==> src/rtl/audio_ser_pkg.sv <==
package audio_ser_pkg;

    // Framing selection: position of the MSB inside each channel half
    typedef enum logic [1:0] {
        FM_LEFT     = 2'b00,
        FM_LEFT_DLY = 2'b01,
        FM_RIGHT    = 2'b10,
        FM_WORD     = 2'b11
    } frame_mode_e;

    typedef enum logic [1:0] {
        ST_WAIT = 2'b00,
        ST_LEAD = 2'b01,
        ST_DATA = 2'b10,
        ST_PAD  = 2'b11
    } tx_state_e;

endpackage

==> src/rtl/audio_ser_sync.sv <==
module audio_ser_sync #(
    parameter int SYNC_STAGES = 2
) (
    input  logic clk,
    input  logic rst_n,
    input  logic sclk_in,
    input  logic lrck_in,
    input  logic wck_in,
    input  logic sclk_inv,
    output logic tick,
    output logic lr_lvl,
    output logic wck_lvl
);
    localparam int NSIG = 3;
    localparam int CW   = SYNC_STAGES * NSIG;

    logic [CW-1:0]   chain_q;
    logic [NSIG-1:0] raw_in;
    logic [NSIG-1:0] synced;
    logic            sclk_s;
    logic            act_lvl;
    logic            act_q;

    assign raw_in = {wck_in, lrck_in, sclk_in};

    generate
        if (SYNC_STAGES == 1) begin : g_single
            always_ff @(posedge clk or negedge rst_n) begin
                if (!rst_n) chain_q <= '0;
                else        chain_q <= raw_in;
            end
        end else begin : g_multi
            always_ff @(posedge clk or negedge rst_n) begin
                if (!rst_n) chain_q <= '0;
                else        chain_q <= {chain_q[CW-NSIG-1:0], raw_in};
            end
        end
    endgenerate

    assign synced                   = chain_q[CW-1 -: NSIG];
    assign {wck_lvl, lr_lvl, sclk_s} = synced;

    // Active-high view of the bit clock: a 1->0 step is an inactive edge
    assign act_lvl = sclk_s ^ sclk_inv;

    always_ff @(posedge clk or negedge rst_n) begin
        if (!rst_n) act_q <= 1'b0;
        else        act_q <= act_lvl;
    end

    assign tick = act_q & ~act_lvl;

endmodule

==> src/rtl/audio_ser_latch.sv <==
module audio_ser_latch #(
    parameter int W = 24
) (
    input  logic         clk,
    input  logic         rst_n,
    input  logic         load_left,
    input  logic         load_right,
    input  logic [W-1:0] left_smp,
    input  logic [W-1:0] right_smp,
    input  logic         mute_in,
    output logic [W-1:0] word_next,
    output logic         mute_hold
);
    logic [W-1:0] right_hold;

    always_ff @(posedge clk or negedge rst_n) begin
        if (!rst_n) begin
            right_hold <= '0;
            mute_hold  <= 1'b0;
        end else if (load_left) begin
            right_hold <= right_smp;
            mute_hold  <= mute_in;
        end
    end

    // Word for the half that starts now; a muted frame loads zeros
    always_comb begin
        word_next = '0;
        if (load_left) begin
            word_next = mute_in ? '0 : left_smp;
        end else if (load_right) begin
            word_next = mute_hold ? '0 : right_hold;
        end
    end

endmodule

==> src/rtl/audio_ser_tx.sv <==
module audio_ser_tx #(
    parameter int W           = 24,
    parameter int RJ_LEAD     = 16,
    parameter int SYNC_STAGES = 2
) (
    input  logic         clk,
    input  logic         rst_n,
    input  logic         sclk_in,
    input  logic         lrck_in,
    input  logic         wck_in,
    input  logic         sclk_inv,
    input  logic [1:0]   frame_mode,
    input  logic         mute_in,
    input  logic [W-1:0] left_smp,
    input  logic [W-1:0] right_smp,
    output logic         sdo
);
    import audio_ser_pkg::*;

    localparam int LEAD_W = $clog2(RJ_LEAD + 1);
    localparam int REM_W  = $clog2(W);
    localparam logic [REM_W-1:0]  REM_INIT = REM_W'(W - 1);
    localparam logic [LEAD_W-1:0] LEAD_RJ  = LEAD_W'(RJ_LEAD);

    logic        tick, lr_s, wck_s;
    logic        lr_prev, wck_prev, primed;
    logic        lr_edge, wck_rise, load_left, load_right;
    logic [W-1:0] word_next;
    logic        mute_hold;

    tx_state_e         state_q, state_n, eff_state;
    logic [LEAD_W-1:0] lead_q, lead_n, eff_lead, mode_lead;
    logic [REM_W-1:0]  rem_q, rem_n;
    logic [W-1:0]      sh_q, sh_n, eff_sh;
    logic              sdo_q, sdo_n, start;
    frame_mode_e       mode;

    assign mode = frame_mode_e'(frame_mode);

    audio_ser_sync #(.SYNC_STAGES(SYNC_STAGES)) sync_i (
        .clk      (clk),
        .rst_n    (rst_n),
        .sclk_in  (sclk_in),
        .lrck_in  (lrck_in),
        .wck_in   (wck_in),
        .sclk_inv (sclk_inv),
        .tick     (tick),
        .lr_lvl   (lr_s),
        .wck_lvl  (wck_s)
    );

    // Edge tracking of the frame clocks, sampled at inactive edges
    always_ff @(posedge clk or negedge rst_n) begin
        if (!rst_n) begin
            lr_prev  <= 1'b0;
            wck_prev <= 1'b0;
            primed   <= 1'b0;
        end else if (tick) begin
            lr_prev  <= lr_s;
            wck_prev <= wck_s;
            primed   <= 1'b1;
        end
    end

    assign lr_edge    = tick & primed & (lr_s != lr_prev);
    assign wck_rise   = wck_s & ~wck_prev;
    assign load_left  = lr_edge & lr_s;
    assign load_right = lr_edge & ~lr_s;

    audio_ser_latch #(.W(W)) latch_i (
        .clk        (clk),
        .rst_n      (rst_n),
        .load_left  (load_left),
        .load_right (load_right),
        .left_smp   (left_smp),
        .right_smp  (right_smp),
        .mute_in    (mute_in),
        .word_next  (word_next),
        .mute_hold  (mute_hold)
    );

    always_comb begin
        unique case (mode)
            FM_LEFT:     mode_lead = '0;
            FM_LEFT_DLY: mode_lead = LEAD_W'(1);
            FM_RIGHT:    mode_lead = LEAD_RJ;
            FM_WORD:     mode_lead = '0;
        endcase
    end

    // State register
    always_ff @(posedge clk or negedge rst_n) begin
        if (!rst_n) begin
            state_q <= ST_WAIT;
            lead_q  <= '0;
            rem_q   <= '0;
            sh_q    <= '0;
        end else begin
            state_q <= state_n;
            lead_q  <= lead_n;
            rem_q   <= rem_n;
            sh_q    <= sh_n;
        end
    end

    // Next-state logic: a left/right edge restarts the half in ST_LEAD
    always_comb begin
        eff_state = state_q;
        eff_lead  = lead_q;
        eff_sh    = sh_q;
        if (lr_edge) begin
            eff_state = ST_LEAD;
            eff_lead  = mode_lead;
            eff_sh    = word_next;
        end
        state_n = state_q;
        lead_n  = lead_q;
        rem_n   = rem_q;
        sh_n    = sh_q;
        sdo_n   = sdo_q;
        start   = 1'b0;
        if (tick) begin
            unique case (eff_state)
                ST_WAIT: begin
                    sdo_n = 1'b0;
                end
                ST_LEAD: begin
                    start = (mode == FM_WORD) ? wck_rise : (eff_lead == '0);
                    if (start) begin
                        sdo_n   = eff_sh[W-1];
                        sh_n    = {eff_sh[W-2:0], 1'b0};
                        rem_n   = REM_INIT;
                        lead_n  = '0;
                        state_n = ST_DATA;
                    end else begin
                        sdo_n   = 1'b0;
                        sh_n    = eff_sh;
                        lead_n  = (eff_lead == '0) ? '0 : eff_lead - 1'b1;
                        state_n = ST_LEAD;
                    end
                end
                ST_DATA: begin
                    if (rem_q == '0) begin
                        sdo_n   = 1'b0;
                        state_n = ST_PAD;
                    end else begin
                        sdo_n = sh_q[W-1];
                        sh_n  = {sh_q[W-2:0], 1'b0};
                        rem_n = rem_q - 1'b1;
                    end
                end
                ST_PAD: begin
                    sdo_n = 1'b0;
                end
            endcase
        end
    end

    // Output register
    always_ff @(posedge clk or negedge rst_n) begin
        if (!rst_n) sdo_q <= 1'b0;
        else        sdo_q <= sdo_n;
    end

    assign sdo = sdo_q;

endmodule

==> config.mk <==
export PLATFORM = sky130hd
export DESIGN_NAME = audio_ser_tx
export DESIGN_NICKNAME = d
export VERILOG_FILES = /design/src/rtl/audio_ser_pkg.sv /design/src/rtl/audio_ser_sync.sv /design/src/rtl/audio_ser_latch.sv /design/src/rtl/audio_ser_tx.sv
export SDC_FILE = /design/constraint.sdc
export NUM_CORES = 1
export LEC_CHECK = 0
export CAP_MARGIN = 10
export CORE_ASPECT_RATIO = 0.75
export CORE_UTILIZATION = 45
export CTS_CLUSTER_DIAMETER = 120
export DETAILED_ROUTE_END_ITERATION = 10
export DONT_BUFFER_PORTS = 1
export GPL_ROUTABILITY_DRIVEN = 1
export PLACE_DENSITY_LB_ADDON = 0.25
export SLEW_MARGIN = 25
export SYNTH_ARGS = -nofsm -noshare
export SYNTH_HDL_FRONTEND = slang
export SYNTH_SLANG_ARGS = --single-unit
==> constraint.sdc <==
create_clock -name clk -period 3.8 [get_ports clk]
set_clock_uncertainty 0.15 [all_clocks]
set_input_delay 0.57 -clock clk [delete_from_list [all_inputs] [get_ports clk]]
set_output_delay 0.57 -clock clk [all_outputs]
set_load 0.05 [all_outputs]
# Word-level counts from Yosys, hierarchy flattened

Index checks and enable logic that the tools add are counted.

Bits in registers: 72
Latch bits: 0
Bits in writable memories: 0
Memory bits (read-only): 0
Memories: 0

Add/subtract/negate cells: 2
Multipliers: 0
Div/mod/pow operators: 0
Order comparisons: 0
Eq/ne operators: 10
Shift-type cells: 0
Multiplexer cells: 23
Bitwise operators: 10
Reductions and logical operators: 11

Operators by type and width:

| cell                  | number |
|---|---|
| $mux W24              | 7 |
| $pmux W24 S2          | 1 |
| $mux W5               | 5 |
| $pmux W5 S3           | 1 |
| $logic_not A5 Y1      | 2 |
| $pmux W5 S2           | 1 |
| $sub A5 B1 Y5 const B | 2 |
| $eq A2 B2 Y1 const B  | 4 |
| $and A1 B1 Y1         | 6 |
| $mux W2               | 3 |
| $ne A2 B2 Y1 const B  | 3 |
| $reduce_and A3 Y1     | 2 |
| $eq A2 B1 Y1 const B  | 2 |
| $logic_not A2 Y1      | 2 |
| $pmux W2 S2           | 1 |
| $reduce_and A4 Y1     | 1 |
| $reduce_or A2 Y1      | 2 |
| $mux W1               | 3 |
| $not A1 Y1            | 3 |
| $pmux W1 S3           | 1 |
| $reduce_and A2 Y1     | 1 |
| $reduce_bool A2 Y1    | 1 |
| $ne A1 B1 Y1          | 1 |
| $xor A1 B1 Y1         | 1 |

# Depth between registers and ports, before layout

Depth in word-level cells: 11
Mapped depth: 12
Depth with buffers taken out: 10

# Cells and area by module

From an unflattened synthesis, not the netlist that was laid out.

Cell total of the unflattened synthesis: 462
Area total of the unflattened synthesis: 4469.3 µm²

Modules (own cells, without submodules):

| module          | instances | cells an instance | area an instance (µm²) | sequential area each (µm²) |
|---|---|---|---|---|
| audio_ser_tx    | 1         | 364               | 3026.7                 | 1001.0 |
| audio_ser_latch | 1         | 88                | 1251.2                 | 625.6 |
| audio_ser_sync  | 1         | 10                | 191.4                  | 175.2 |

# Least setup slack after synthesis

OpenSTA, ideal clock, no wires.

Kind: input port to flip-flop
From: input sclk_inv
To: register rem_q[4]
Setup time: 0.126 ns
Arrival time: 3.208 ns
Slack: 0.316 ns
Stages on the path: 11
Cells stage by stage: xnor2_1 inv_1 buf_2 nor3_2 mux2i_1 ha_1 nor4b_1 o311ai_4 a41oi_2 and4_1 nor3_2

Word-level cells in the longest chain between the ends: 10
Elaborated cells between the ends (all ways): 16
Those cells by class: eq/ne: 4; mux: 4; bitwise: 5; reduce/logical: 3

RTL lines:

| what                               | RTL line             | source |
|---|---|---|
| start: declaration                 | audio_ser_tx.sv:11   | `input logic sclk_inv,` |
| $xor A1 B1 Y1 (*)                  | audio_ser_sync.sv:44 | `assign act_lvl = sclk_s ^ sclk_inv;` |
| $not A1 Y1 (*)                     | audio_ser_sync.sv:51 | `assign tick = act_q & ~act_lvl;` |
| $and A1 B1 Y1 (*)                  | audio_ser_sync.sv:51 |  |
| $and A1 B1 Y1 (2 in series)        | audio_ser_tx.sv:65   | `assign lr_edge = tick & primed & (lr_s != lr_prev);` |
| $mux W5                            | audio_ser_tx.sv:111  | `if (lr_edge) begin` |
| $logic_not A5 Y1                   | audio_ser_tx.sv:128  | `start = (mode == FM_WORD) ? wck_rise : (eff_lead == '0);` |
| $mux W1                            | audio_ser_tx.sv:128  |  |
| $ne A2 B2 Y1 (no source line)      | -                    |  |
| $reduce_and A4 Y1 (no source line) | -                    |  |
| end signal: assignment             | audio_ser_tx.sv:101  | `rem_q <= rem_n;` |
| end: declaration                   | audio_ser_tx.sv:33   | `logic [REM_W-1:0] rem_q, rem_n;` |

Mark *: on every way between the ends. The rest lies on a longest branch, timed or not.
A chain may end at the register's enable or synchronous reset.

# Worst setup path in the final report

From: register sync_i.chain_q[4]
To: register sh_q[9]

Word-level cells in the longest chain between the ends: 8
Elaborated cells between the ends (all ways): 19
Those cells by class: eq/ne: 4; mux: 8; bitwise: 4; reduce/logical: 3

RTL lines:

| what                     | RTL line              | source |
|---|---|---|
| start: declaration       | audio_ser_sync.sv:17  | `logic [CW-1:0] chain_q;` |
| start signal: assignment | audio_ser_sync.sv:35  | `else chain_q <= {chain_q[CW-NSIG-1:0], raw_in};` |
| $ne A1 B1 Y1             | audio_ser_tx.sv:65    |  |
| $and A1 B1 Y1            | audio_ser_tx.sv:65    |  |
| $and A1 B1 Y1            | audio_ser_tx.sv:68    | `assign load_right = lr_edge & ~lr_s;` |
| $mux W24                 | audio_ser_latch.sv:31 | `end else if (load_right) begin` |
| $mux W24                 | audio_ser_latch.sv:29 | `if (load_left) begin` |
| $mux W24                 | audio_ser_tx.sv:111   |  |
| $mux W24                 | audio_ser_tx.sv:129   | `if (start) begin` |
| $pmux W24 S2             | audio_ser_tx.sv:123   | `unique case (eff_state)` |
| end signal: assignment   | audio_ser_tx.sv:102   | `sh_q <= sh_n;` |
| end: declaration         | audio_ser_tx.sv:34    | `logic [W-1:0] sh_q, sh_n, eff_sh;` |

Several ways; a longest one is shown, not always the timed one.

==> results.cfg <==
[placement]
place_congestion = 0.895
place_ws_ns = 0.260
dpl.hpwl_um = 7690
portBuffers = 0

[worst_setup_path]
cp.arrival_ns = 3.45
start_kind = flop
r2r-end = sh_q[9]
cp.required_ns = 3.88
crit_slowest_cell = dfrtp_1
max_stage_delay_ns = 0.49
critical_path_class = reg2reg
cp-end-kind = flop
endpoint = sh_q[9]
crit_chain = xnor2_2, nor3_2, mux2i_1, ha_1, nor4b_1, buf_4, o311ai_4, and4_1, buf_4, a22oi_1, o21ai_1
reg2reg_slack_ns = 0.42
crit_top_cell = buf_4
rr_startpoint = sync_i.chain_q[4]
crit_path_start = sync_i.chain_q[4]
reg2regPathDepth = 11
worstPathMaxFanout = 14

[detailed_routing]
wl_per_cell_um = 21.3
drtAntennaViolNets = 0
avgViaCountPerCell = 6.62
drt_wl_total_um = 11200
vias = 3468
drt_pass1_iterations = 5
detailedRoute.firstIterationViolations = 328
drc = 0

[clocking]
cts_sinks = 72
htree_num_levels = 3
numCtsBuffers = 9
cts_root_buffer = clkbuf_16
cts_tree = done
ctsResizeCount = 0
clk_pin_slew_worst_paths_ns = 0.06
clockBufferDepth = 2
clk_latency_ns = 0.35

[global_route]
antenna_found_initial = 0
grt_pass1_vias = 3415
grtUsageTotal = 0.253
overflow = 0
grt_max_degree = 73
grt_pass1_wl_um = 18300

[timing]
fin_crit_sh = 0.889
slew_headroom = 0.524
tightest_slew_ns = 0.715
drv_slew = 0
grt_setup_unrepaired = false
final-hold-violation-count = 0
clock.fmax_mhz = 296
fin_crit_ns = 3.38
setup_viol_count_final = 0
worst_slack_ns = 0.421
fin_setup_tns_ns = 0

[die]
die_y_um = 85.0
ioPinCount = 58
start_util = 0.476
core_area_sq_um = 8670
dieArea_sq_um = 9570
rows = 29
die_w_um = 113

[logic_synthesis]
ys_warn_count = 0
ys_seq_area_frac = 0.436
ys_top_cells_by_area = dfrtp_1, mux2_2, nand2_1, o31a_1, a221o_1
yosys_most_used_dff = dfrtp_1
async_reset_ff_frac = 1.00
synth-edff-count = 0
synth_top_area_frac = 0.436
synth.avg_cell_area_sq_um = 10.1
yosysMostFrequentCell = dfrtp_1
ys_top_cells_by_count = dfrtp_1, nand2_1, nor2_1
netlist_area_sq_um = 4130
synth_cells = 407
ys_types = 60
synth_top_cell_by_area = dfrtp_1
synth_seq_cells = 72
syn_nets = 470

[power]
irDropWorstVdd_mv = 0.453
pwr_density_cell_nw_per_um2 = 754
power_leakage_nw = 1.89

[hold_path]
min_path_type = in2reg

[outcome]
status = completed

[layout]
multi_input_area_sq_um = 2150
nets = 474
drive_gt1_frac = 0.207
antenna_cells = 0
nFillCells = 771
syn_to_final_growth_pct = 13.0
regArea_sq_um = 1800

[flow_run]
timing.max_cap.violations = 0
[cell families after synthesis]
| group | after synthesis | synth area share |
|---|---|---|
| simple gates | 136 | 0.161 |
| compound gates | 121 | 0.248 |
| flops | 72 | 0.436 |
| buf+inv | 39 | 0.0460 |
| mux | 29 | 0.0779 |
| fa+ha+maj | 6 | 0.0182 |
| xor+xnor | 4 | 0.0121 |
[power breakdown]
group / switching (mW) / internal, mW / total (mW)
combinational: 0.639 / 0.550 / 1.19
sequential: 0.254 / 1.07 / 1.32
clock: 0.331 / 0.676 / 1.01
[layout make-up]
type,instances,area share
Clock buffer,11,0.0542
Sequential cell,72,0.386
Timing Repair Buffer,23,0.0418
Inverter,9,0.00724
Clock inverter,5,0.0220
Tap cell,108,0.0290
Multi-Input combinational cell,296,0.460
[sequential cells by signal (all words and copies together) (netlist names)]
signal and count:
latch_i.right_hold 24, sh_q 24, sync_i.chain_q 6, lead_q 5, rem_q 5, state_q 2
latch_i.mute_hold 1, lr_prev 1, primed 1, sdo 1, sync_i.act_q 1, wck_prev 1
[through the flow]
| step | hold slack, ns | power (mW) | util | area [sq um] | cells |
|---|---|---|---|---|---|
| finish | 0.100 | 3.52 | 0.538 | 4670 | 524 |
| global route | 0.0881 | 3.73 | 0.538 | 4670 | 524 |
| CTS | 0.0925 | 3.51 | 0.538 | 4670 | 524 |
| detailed placement | 0.127 | 2.48 | 0.493 | 4270 | 506 |
| global placement | 0.128 | 2.44 | 0.493 | 4270 | 506 |
| floorplan | 0.124 | 2.18 | - | 4130 | 407 |
[how the worst min path moves through the flow]
stage,from,end,slack (ns),cells past startpoint
floorplan,rst_n,latch_i.mute_hold,0.12,0
global placement,rst_n,sync_i.chain_q[0],0.13,0
detailed placement,rst_n,lead_q[0],0.13,0
CTS,sclk_in,sync_i.chain_q[0],0.09,0
global route,sclk_in,sync_i.chain_q[0],0.09,0
finish,sclk_in,sync_i.chain_q[0],0.10,0
[critical path: cells and delay by family (launching register included)]
kind / cells / cell delay [ns]
xor gates and xnor gates: 1 / 0.22
buffers and inverters: 2 / 0.46
AOI/OAI and AO/OA: 3 / 0.38
DFF: 1 / 0.49
muxes: 1 / 0.31
and+or+nand+nor: 3 / 0.93
adders and majority gates: 1 / 0.32
[metal layers]
layer  vias to the layer above  global-route usage  share of wire
li1                       1564                   -              -
met2                       171               0.341           0.42
met1                      1715               0.357           0.46
met5                         -              0.0256         0.0027
met3                        16               0.104           0.11
met4                         2              0.0921          0.012
[what timing repair did]
action	CTS	global route
hold buffers	2	0
setup buffers	0	0
endpoints found under the hold margin	72	0
[cells in the final DEF (no fill, tap or decap), drive strengths merged, types with 3 or more instances in the layout]
cell and instances:
a21oi 3, o21ai 25, a22oi 3, mux2 25, clkbuf 11, ha 6
dfrtp 72, a31oi 17, and2 3, o311ai 3, nand3 8, o31a 15
inv 9, bufinv 3, a41oi 19, a32oi 3, nand2b 5, buf 22
mux2i 4, and4 3, nand2 62, nor3 6, a221o 17, nor2 29
xnor2 3, nor4b 3, nand4 9
(Power assumes the default switching activity.)
